### config.mk
export PLATFORM = sky130hd
export DESIGN_NAME = panel_lamp_ctrl
export DESIGN_NICKNAME = d
export VERILOG_FILES = /design/src/rtl/lamp_pkg.sv /design/src/rtl/lamp_sync.sv /design/src/rtl/lamp_phase.sv /design/src/rtl/lamp_activity.sv /design/src/rtl/panel_lamp_ctrl.sv
export SDC_FILE = /design/constraint.sdc
export NUM_CORES = 1
export LEC_CHECK = 0
export ABC_AREA = 1
export BUFFER_PORTS_ARGS = -buffer_cell sky130_fd_sc_hd__buf_2
export CAP_MARGIN = 15
export CORE_ASPECT_RATIO = 2
export CORE_MARGIN = 10
export CORE_UTILIZATION = 30
export DETAILED_ROUTE_END_ITERATION = 8
export SKIP_CTS_REPAIR_TIMING = 1
export SLEW_MARGIN = 40
export SYNTH_ARGS = -nofsm -noshare
export SYNTH_HDL_FRONTEND = slang
export SYNTH_SLANG_ARGS = --single-unit
### constraint.sdc
create_clock -name clk -period 5.78 [get_ports clk]
set_clock_uncertainty 0.05 [all_clocks]
set_input_delay 1.156 -clock clk [delete_from_list [all_inputs] [get_ports clk]]
set_output_delay 1.156 -clock clk [all_outputs]
set_load 0.01 [all_outputs]
### src/rtl/lamp_pkg.sv
package lamp_pkg;
  typedef enum logic [1:0] {
    TRIG_OFF   = 2'd0,
    TRIG_ON    = 2'd1,
    TRIG_BLINK = 2'd2
  } trig_mode_e;
endpackage

### src/rtl/lamp_sync.sv
module lamp_sync #(
  parameter int W = 1
) (
  input  logic         clk,
  input  logic         rst,
  input  logic [W-1:0] d,
  output logic [W-1:0] q
);
  logic [W-1:0] meta;

  always_ff @(posedge clk) begin
    if (rst) begin
      meta <= '0;
      q    <= '0;
    end else begin
      meta <= d;
      q    <= meta;
    end
  end
endmodule

### src/rtl/lamp_phase.sv
module lamp_phase #(
  parameter int SCAN_W = 2
) (
  input  logic              clk,
  input  logic              rst,
  input  logic [SCAN_W-1:0] scan_sel,
  output logic              wrap,
  output logic              phase
);
  localparam logic [SCAN_W-1:0] SCAN_LAST = '1;

  logic [SCAN_W-1:0] scan_q;

  // A wrap is the step from the highest scan code back to zero
  assign wrap = (scan_q == SCAN_LAST) && (scan_sel == '0);

  always_ff @(posedge clk) begin
    if (rst) begin
      scan_q <= '0;
      phase  <= 1'b0;
    end else begin
      scan_q <= scan_sel;
      if (wrap) phase <= ~phase;
    end
  end
endmodule

### src/rtl/lamp_activity.sv
module lamp_activity #(
  parameter int WIN_W = 8
) (
  input  logic             clk,
  input  logic             rst,
  input  logic             lvl,
  input  logic             wrap,
  input  logic [WIN_W-1:0] win_len,
  output logic             active
);
  localparam int CW = WIN_W + 1;

  logic             lvl_q;
  logic             edge_det;
  logic             armed;
  logic [WIN_W-1:0] quiet;
  logic [CW-1:0]    quiet_nx;

  assign edge_det = lvl ^ lvl_q;
  assign quiet_nx = {1'b0, quiet} + CW'(1);

  always_ff @(posedge clk) begin
    if (rst) begin
      lvl_q  <= 1'b0;
      armed  <= 1'b0;
      active <= 1'b0;
      quiet  <= '0;
    end else begin
      lvl_q <= lvl;
      if (edge_det) begin
        // an edge has priority over a coincident wrap: the window restarts
        if (armed) active <= 1'b1;
        armed <= (win_len != '0);
        quiet <= '0;
      end else if (wrap && armed) begin
        if (quiet_nx >= {1'b0, win_len}) begin
          armed  <= 1'b0;
          active <= 1'b0;
          quiet  <= '0;
        end else begin
          quiet <= quiet_nx[WIN_W-1:0];
        end
      end
    end
  end
endmodule

### src/rtl/panel_lamp_ctrl.sv
module panel_lamp_ctrl #(
  parameter int SCAN_W  = 2,
  parameter int WIN_W   = 8,
  parameter int N_ALERT = 2
) (
  input  logic               clk,
  input  logic               rst,
  input  logic               cmp_in,
  input  logic               slope_neg,
  input  logic [N_ALERT-1:0] alert_req,
  input  logic [SCAN_W-1:0]  scan_sel,
  input  logic               blank_in,
  input  logic [WIN_W-1:0]   win_len,
  output logic [1:0]         trig_mode,
  output logic               trig_lamp,
  output logic [N_ALERT-1:0] alert_lamp,
  output logic               blank_n_out
);
  import lamp_pkg::*;

  logic       cmp_s;
  logic       wrap;
  logic       phase;
  logic       active;
  logic       lit_level;
  trig_mode_e mode_nx;

  lamp_sync #(.W(1)) u_sync (
    .clk (clk),
    .rst (rst),
    .d   (cmp_in),
    .q   (cmp_s)
  );

  lamp_phase #(.SCAN_W(SCAN_W)) u_phase (
    .clk      (clk),
    .rst      (rst),
    .scan_sel (scan_sel),
    .wrap     (wrap),
    .phase    (phase)
  );

  lamp_activity #(.WIN_W(WIN_W)) u_act (
    .clk     (clk),
    .rst     (rst),
    .lvl     (cmp_s),
    .wrap    (wrap),
    .win_len (win_len),
    .active  (active)
  );

  assign lit_level = cmp_s ^ slope_neg;

  always_comb begin
    if (active)         mode_nx = TRIG_BLINK;
    else if (lit_level) mode_nx = TRIG_ON;
    else                mode_nx = TRIG_OFF;
  end

  always_ff @(posedge clk) begin
    if (rst) begin
      trig_mode   <= TRIG_OFF;
      trig_lamp   <= 1'b0;
      blank_n_out <= 1'b0;
    end else begin
      trig_mode   <= mode_nx;
      trig_lamp   <= !blank_in &&
                     ((mode_nx == TRIG_ON) || ((mode_nx == TRIG_BLINK) && phase));
      blank_n_out <= !blank_in;
    end
  end

  for (genvar g = 0; g < N_ALERT; g++) begin : g_alert
    always_ff @(posedge clk) begin
      if (rst) alert_lamp[g] <= 1'b0;
      else     alert_lamp[g] <= !blank_in && alert_req[g] && phase;
    end
  end
endmodule

==> metrics.md, run 1 <==
| Metric | Value |
|---|---|
| Run status | `complete, no violations` |
| Clk_lat worst skew | `0.26 ns` |
| Via density | `4.26` |
| Xor-xnor portion of the synthesized cell area | `6.31%` |
| Register area share after synthesis | `40.4%` |
| Final wirelength | `2220 µm` |
| GRT Total Usage | `7.14%` |
| Post-synthesis cell count | `145` |
| Deepest clock path buffer count | `2` |
| Leak Pwr | `0.652 nW` |
| Main combinational cell family by area after synthesis | `simple AND/OR/NAND/NOR gates` |
| Compound-Gate Fraction of Synth Area | `a little under a tenth` |
| Adder-Cell Fraction of Synth Area | `10.3%` |
| Pwr per Cell Area | `218 nW/µm²` |
| Vias in the first global route | `1000` |
| First-pass GRT wire length | `4000 µm` |
| Inserted Clock Buffers | `3` |
| Hold WS | `around 0.35 ns` |
| Io pins | `23` |
| Hold_sp | `u_sync.meta` |
| Final Max Tran Viols | `0` |
| Rows | `31` |
| Reg clk slew, reported paths | `about 0.080 ns` |
| Synth unique cells | `21` |
| Final GP Congestion | `roughly 0.79` |
| Flop pwr share | `54.7%` |
| Final Util | `36.8%` |
| Area of the mapped netlist | `between 1000 and 1500 µm²` |
| Min Clock Period, post-route | `around 2.3 ns` |
| Placed Cells | `215` |
| Clock power frac | `37.3%` |
| Crit. End Element | `register` |
| Max-Cap Viols | `0` |
| Post-synth top area cell | `dfxtp_1` |
| Final hold violation count | `0` |
| Nets | `197` |
| CP max stage cell | `dfxtp_1` |
| Chip width | `62.6 µm` |
| Area growth syn-to-layout | `20.4%` |
| Worst rel slew slack | `about three quarters` |
| Worst R2R Setup Slack | `~3.4 ns` |
| Final setup vio count | `0` |
| DRC Markers | `0` |
| Maximum clock frequency | `0.427 GHz` |
| Syn Nets | `171` |
| RSZ-0062 raised after global routing | `no` |
| Cell repeated most along the worst path | `nand2_1` |
| I/O Buffers | `22` |
| CP required | `about 5.9 ns` |
| Largest net degree at the start of global routing | `14` |
| Non-Filler Instances | `219` |
| Simple-Gate Fraction of Synth Area | `25.0%` |
| Crit path from | `u_act.quiet[0]` |
| Slew @ Worst Pin | `0.353 ns` |
| Share of cells above drive strength 1 | `about a fifth` |
| CTS tree | `built` |
| Via count | `934` |
| Grt total ovfl | `0` |
| Initial core utilization | `30.6%` |
| Seq cells post-synth | `22` |
| Core area | `3570 µm²` |
| Synth warn | `0` |
| Post-synthesis mux area share | `0%` |
| Critical Path AT | `2.48 ns` |
| Routed WL per cell | `10.2 µm` |
| DIE AREA | `6600 µm²` |
| Tcrit/Tclk final | `40.5%` |
| H-tree levels | `1` |
| Setup_tns | `0 ns` |
| Delay-heaviest family, CP | `simple AND/OR/NAND/NOR gates` |
| Clock root buffer master | `clkbuf_8` |
| Drt pass-1 iters | `4` |
| Comb pwr share | `8.0%` |
| Sink count of the clock tree | `22` |
| Die span in y | `105 µm` |
| Crit path cell chain | `ha_1 > nand3_1 > nor2_1 > xor2_1 > ha_1 > a21oi_1 > nand2_1 > nand2_1 > nand2_1 > nor2_4 > nand2_1 > a21oi_2` |
| Int Pwr | `0.000225 W` |
| WP buf/inv | `0` |
| Top post-synthesis cells by area | `dfxtp_1, nand2_1, ha_1` |
| Peak supply drop | `0.141 mV` |
| R2r startpoint | `u_act.quiet[0]` |
| Synth Area per Inst | `7.52 µm²` |
| Net Sw Frac | `21.2%` |
| Type of the worst setup path | `reg2reg` |
| Diodes inserted | `0` |
| Post-DP Area | `1260 µm²` |
| Max incr delay on CP | `0.42 ns` |
| Post-route ant nets | `0` |
| 1st-iter DRT viols | `21` |
| Initial antenna violation count | `0` |
| Worst Setup Start Kind | `register` |
| Share of the synthesized area in the top cell type | `40.4%` |
| Maximum fanout along the worst path | `8` |
| HP Class | `reg2reg` |
| Fin area | `1310 µm²` |
| Net Switching | `0.0000608 W` |
| HPWL after DPL | `1870 µm` |
Yosys cell counts (all sizes together):
library cell	number
inv	24
a31oi	1
clkbuf	1
xor2	4
a21oi	13
o41ai	1
ha	9
nor3b	1
nor2	19
nand3	5
xnor2	3
nand2	37
nand4	2
o32ai	1
dfxtp	22
o21ai	2
metrics by stage:
stage / setup WS [ns] / total power [W]
after floorplan: 3.42 / 0.000173
after CTS: 3.41 / 0.000291
after detailed placement: 3.16 / 0.000184
after global routing: 3.05 / 0.000300
final: 3.44 / 0.000286
after global placement: 3.18 / 0.000184
flip-flops by register name (all words and copies together), names as in the netlist:
register and flops:
u_phase.phase 1, u_sync.meta 1, u_act.active 1, trig_lamp 1
u_act.quiet 8, alert_lamp 2, u_phase.scan_q 2, u_act.armed 1
blank_n_out 1, u_act.lvl_q 1, u_sync.q 1, trig_mode 2
kinds of logic after synthesis:
family | Yosys count
flops | 22
xor+xnor | 7
compound gates | 18
fa+ha+maj | 9
buf+inv | 25
simple gates | 64
cells in the final DEF (no fill, tap or decap):
cell / n
nand2_1: 37
inv_1: 23
dfxtp_1: 22
buf_2: 22
nor2_1: 18
a21oi_1: 12
ha_1: 9
xor2_1: 4
nand3_1: 4
clkbuf_8: 4
xnor2_1: 2
nand4_1: 2
o21ai_0: 2
nand3_2: 1
nor3b_2: 1
xnor2_2: 1
inv_2: 1
a31oi_1: 1
nor2_4: 1
o32ai_1: 1
a21oi_2: 1
o41ai_1: 1
power groups by stage:
stage | logic [W] | registers [W] | clock network, W
CTS | 0.0000234 | 0.000157 | 0.000111
detailed placement | 0.0000234 | 0.000160 | 0
global placement | 0.0000233 | 0.000160 | 0
finish | 0.0000228 | 0.000157 | 0.000107
global route | 0.0000270 | 0.000157 | 0.000116
floorplan | 0.0000124 | 0.000161 | 0
tightest hold or removal path: cells and delay by family (launching register included):
kind                   cells  cell delay (ns)
buffers and inverters      1             0.04
AND/OR/NAND/NOR            1             0.03
flip-flops                 1             0.30
metal layers:
| metal | routed length, µm | vias to the layer above | track usage (%) |
|---|---|---|---|
| li1 | - | 507 | - |
| met4 | 42 | 0 | 3.54 |
| met5 | 0 | - | 0 |
| met1 | 925 | 403 | 6.44 |
| met3 | 66 | 4 | 1.27 |
| met2 | 1190 | 20 | 14.4 |
layout make-up:
| class | instances | area [µm²] |
|---|---|---|
| Inverter | 24 | 90.1 |
| Fill cell | 399 | 2250 |
| Sequential cell | 22 | 440 |
| Clock buffer | 4 | 55.1 |
| Timing Repair Buffer | 22 | 110 |
| Multi-Input combinational cell | 98 | 557 |
| Tap cell | 49 | 61.3 |
worst paths after layout:
check / to / depth (start not counted)
max: u_act.quiet[7] / 12
min reg2reg: u_sync.q / 2
min: u_sync.q / 2
max reg2reg: u_act.quiet[7] / 12
(Power assumes the default switching activity.)
==> run 2: changes to the inputs <==
==> constraint.sdc (replaced) <==
create_clock -name clk -period 2.4 [get_ports clk]
set_clock_uncertainty 0.05 [all_clocks]
set_input_delay 0.48 -clock clk [delete_from_list [all_inputs] [get_ports clk]]
set_output_delay 0.48 -clock clk [all_outputs]
set_load 0.01 [all_outputs]
==> metrics.md, run 2 (synthesis results as in run 1) <==
| Metric | Value |
|---|---|
| Die span in y | `105 µm (unchanged)` |
| Max reg flops | `8 (unchanged)` |
| Initial core utilization | `30.6% (unchanged)` |
| Chip width | `62.6 µm (unchanged)` |
| Net Switching | `0.000148 W (+140%)` |
| Fin area | `1380 µm² (+5.3%)` |
| Grt total ovfl | `0 (unchanged)` |
| Type of the worst setup path | `reg2reg` |
| Critical Path AT | `2.34 ns (-0.14 ns)` |
| Io pins | `23 (unchanged)` |
| Vias in the first global route | `1070 (+7.0%)` |
| Run status | `complete, no violations` |
| Sink count of the clock tree | `22 (unchanged)` |
| Nets | `198 (+0.51%)` |
| Clock power frac | `43.6% (+6.3 points)` |
| Worst Setup Start Kind | `register` |
| Area growth syn-to-layout | `26.8%` |
| Core area | `3570 µm² (unchanged)` |
| Slew @ Worst Pin | `0.395 ns (+0.0418 ns)` |
| Largest net degree at the start of global routing | `14 (unchanged)` |
| Final setup vio count | `0 (unchanged)` |
| Max-Cap Viols | `0 (unchanged)` |
| HPWL after DPL | `1990 µm (+6.1%)` |
| Comb pwr share | `7.3% (-0.7 points)` |
| Routed WL per cell | `10.6 µm (+3.9%)` |
| Net Sw Frac | `19.3% (-1.9 points)` |
| Drt pass-1 iters | `3 (-1)` |
| Most frequent cells in the layout | `nand2_1, inv_1, buf_2` |
| Peak supply drop | `0.403 mV (+190%)` |
| Inserted Clock Buffers | `3 (unchanged)` |
| DIE AREA | `6600 µm² (unchanged)` |
| H-tree levels | `1 (unchanged)` |
| Deepest clock path buffer count | `2 (unchanged)` |
| Rows | `31 (unchanged)` |
| Pwr per Cell Area | `554 nW/µm² (+150%)` |
| Flop pwr share | `49.1% (-5.6 points)` |
| Cell repeated most along the worst path | `nand2_1` |
| Final wirelength | `2320 µm (+4.4%)` |
| RSZ-0062 raised after global routing | `yes` |
| Post-route ant nets | `0 (unchanged)` |
| Clk_lat worst skew | `0.26 ns (about the same)` |
| Worst rel slew slack | `73.3% (-2.8 points)` |
| Via count | `937 (+0.32%)` |
| Reg clk slew, reported paths | `0.08 ns (about the same)` |
| Diodes inserted | `0 (unchanged)` |
| Crit. End Element | `register` |
| HP Class | `in2reg` |
| Tcrit/Tclk final | `91.7% (+51 points)` |
| Area of the multi-input gates | `598 µm² (+7.4%)` |
| FF+latch area | `445 µm² (+1.1%)` |
| Min Clock Period, post-route | `2.20 ns (-0.140 ns)` |
| Share of cells above drive strength 1 | `24.0% (+5.2 points)` |
| Final GP Congestion | `0.808 (+1.8%)` |
| Post-DP Area | `1260 µm² (unchanged)` |
| Max incr delay on CP | `0.38 ns (-0.04 ns)` |
| I/O Buffers | `22 (unchanged)` |
| Clock root buffer master | `clkbuf_8` |
| Initial antenna violation count | `0 (unchanged)` |
| CP required | `2.54 ns (-3.38 ns)` |
| GRT Total Usage | `7.69% (+0.55 points)` |
| Via density | `4.26 (-0.13%)` |
| Maximum clock frequency | `0.455 GHz (+6.4%)` |
| Pwr Total | `0.000766 W (+170%)` |
| CP max stage cell | `dfxtp_4` |
| DRC Markers | `0 (unchanged)` |
| Int Pwr | `0.000618 W (+170%)` |
| 1st-iter DRT viols | `14 (-33%)` |
| Crit path cell chain | `ha_2 > nand3_4 > xnor2_2 > ha_1 > nand2_1 > inv_1 > nand2_1 > nand3_1 > nand2_1 > nand2_1 > nand2_1 > nand2_1 > nor2_4 > nand2_1 > a21oi_2` |
| Final hold violation count | `0 (unchanged)` |
| Fillers | `405 (+1.5%)` |
| Commonest non-fill, non-tap cell in the layout | `nand2_1` |
| Biggest register | `u_act.quiet` |
| Maximum fanout along the worst path | `8 (unchanged)` |
| Final Max Tran Viols | `0 (unchanged)` |
| CTS tree | `built` |
| Leak Pwr | `0.672 nW (+3.2%)` |
| First-pass GRT wire length | `4280 µm (+7.2%)` |
-- run 2: path summary, 6_finish.rpt --
| path | startpoint | end | slack (ns) | cells after the start |
|---|---|---|---|---|
| worst max-delay path | u_act.quiet[0] | u_act.quiet[7] | 0.20 | 15 |
| worst min-delay path | blank_in | blank_n_out | 0.35 | 2 |
| worst max register to register | u_act.quiet[0] | u_act.quiet[7] | 0.20 | 15 |
| worst min register to register | u_sync.meta | u_sync.q | 0.36 | 2 |
-- run 2: worst max-delay path, delay by kind of cell (launching register included) --
kind	cells	cell delay, ns
adders and majority gates	2	0.51
and+or+nand+nor	10	0.89
xor gates and xnor gates	1	0.16
AOI/OAI and AO/OA	1	0.12
buffers and inverters	1	0.04
DFF	1	0.38
-- run 2: through the flow --
stage	utilization, %	hold WS (ns)	TNS (ns)	setup slack, ns	std cells
final	38.8	0.349	0	0.200	220
after CTS	37.3	0.337	0	0.0437	219
after global routing	38.8	0.346	-0.0272	-0.0165	220
after floorplan	-	0.338	0	0.377	145
after detailed placement	35.3	0.353	0	0.0747	215
after global placement	35.3	0.341	0	0.115	215
-- run 2: power groups by stage --
stage          registers, W   logic, W  clock network [W]
5_1_grt            0.000377  0.0000660           0.000359
3_3_place_gp       0.000386  0.0000564                  0
2_1_floorplan      0.000387  0.0000297                  0
3_5_place_dp       0.000386  0.0000570                  0
6_report           0.000376  0.0000556           0.000334
4_1_cts            0.000378  0.0000572           0.000348
-- run 2: final cells by class --
| cell class | instances | share of cell area [%] |
|---|---|---|
| Timing Repair Buffer | 23 | 8.50 |
| Inverter | 24 | 6.51 |
| Multi-Input combinational cell | 98 | 43.2 |
| Clock inverter | 1 | 2.17 |
| Tap cell | 49 | 4.43 |
| Clock buffer | 3 | 2.98 |
| Sequential cell | 22 | 32.2 |
-- run 2: routing by layer --
layer  up-vias  share of wire, %  track usage (%)
met5         -                 0                0
met4         0               1.4             4.34
met2        14                57             14.9
li1        505                 -                -
met1       416                37             7.04
met3         2               4.2             1.70
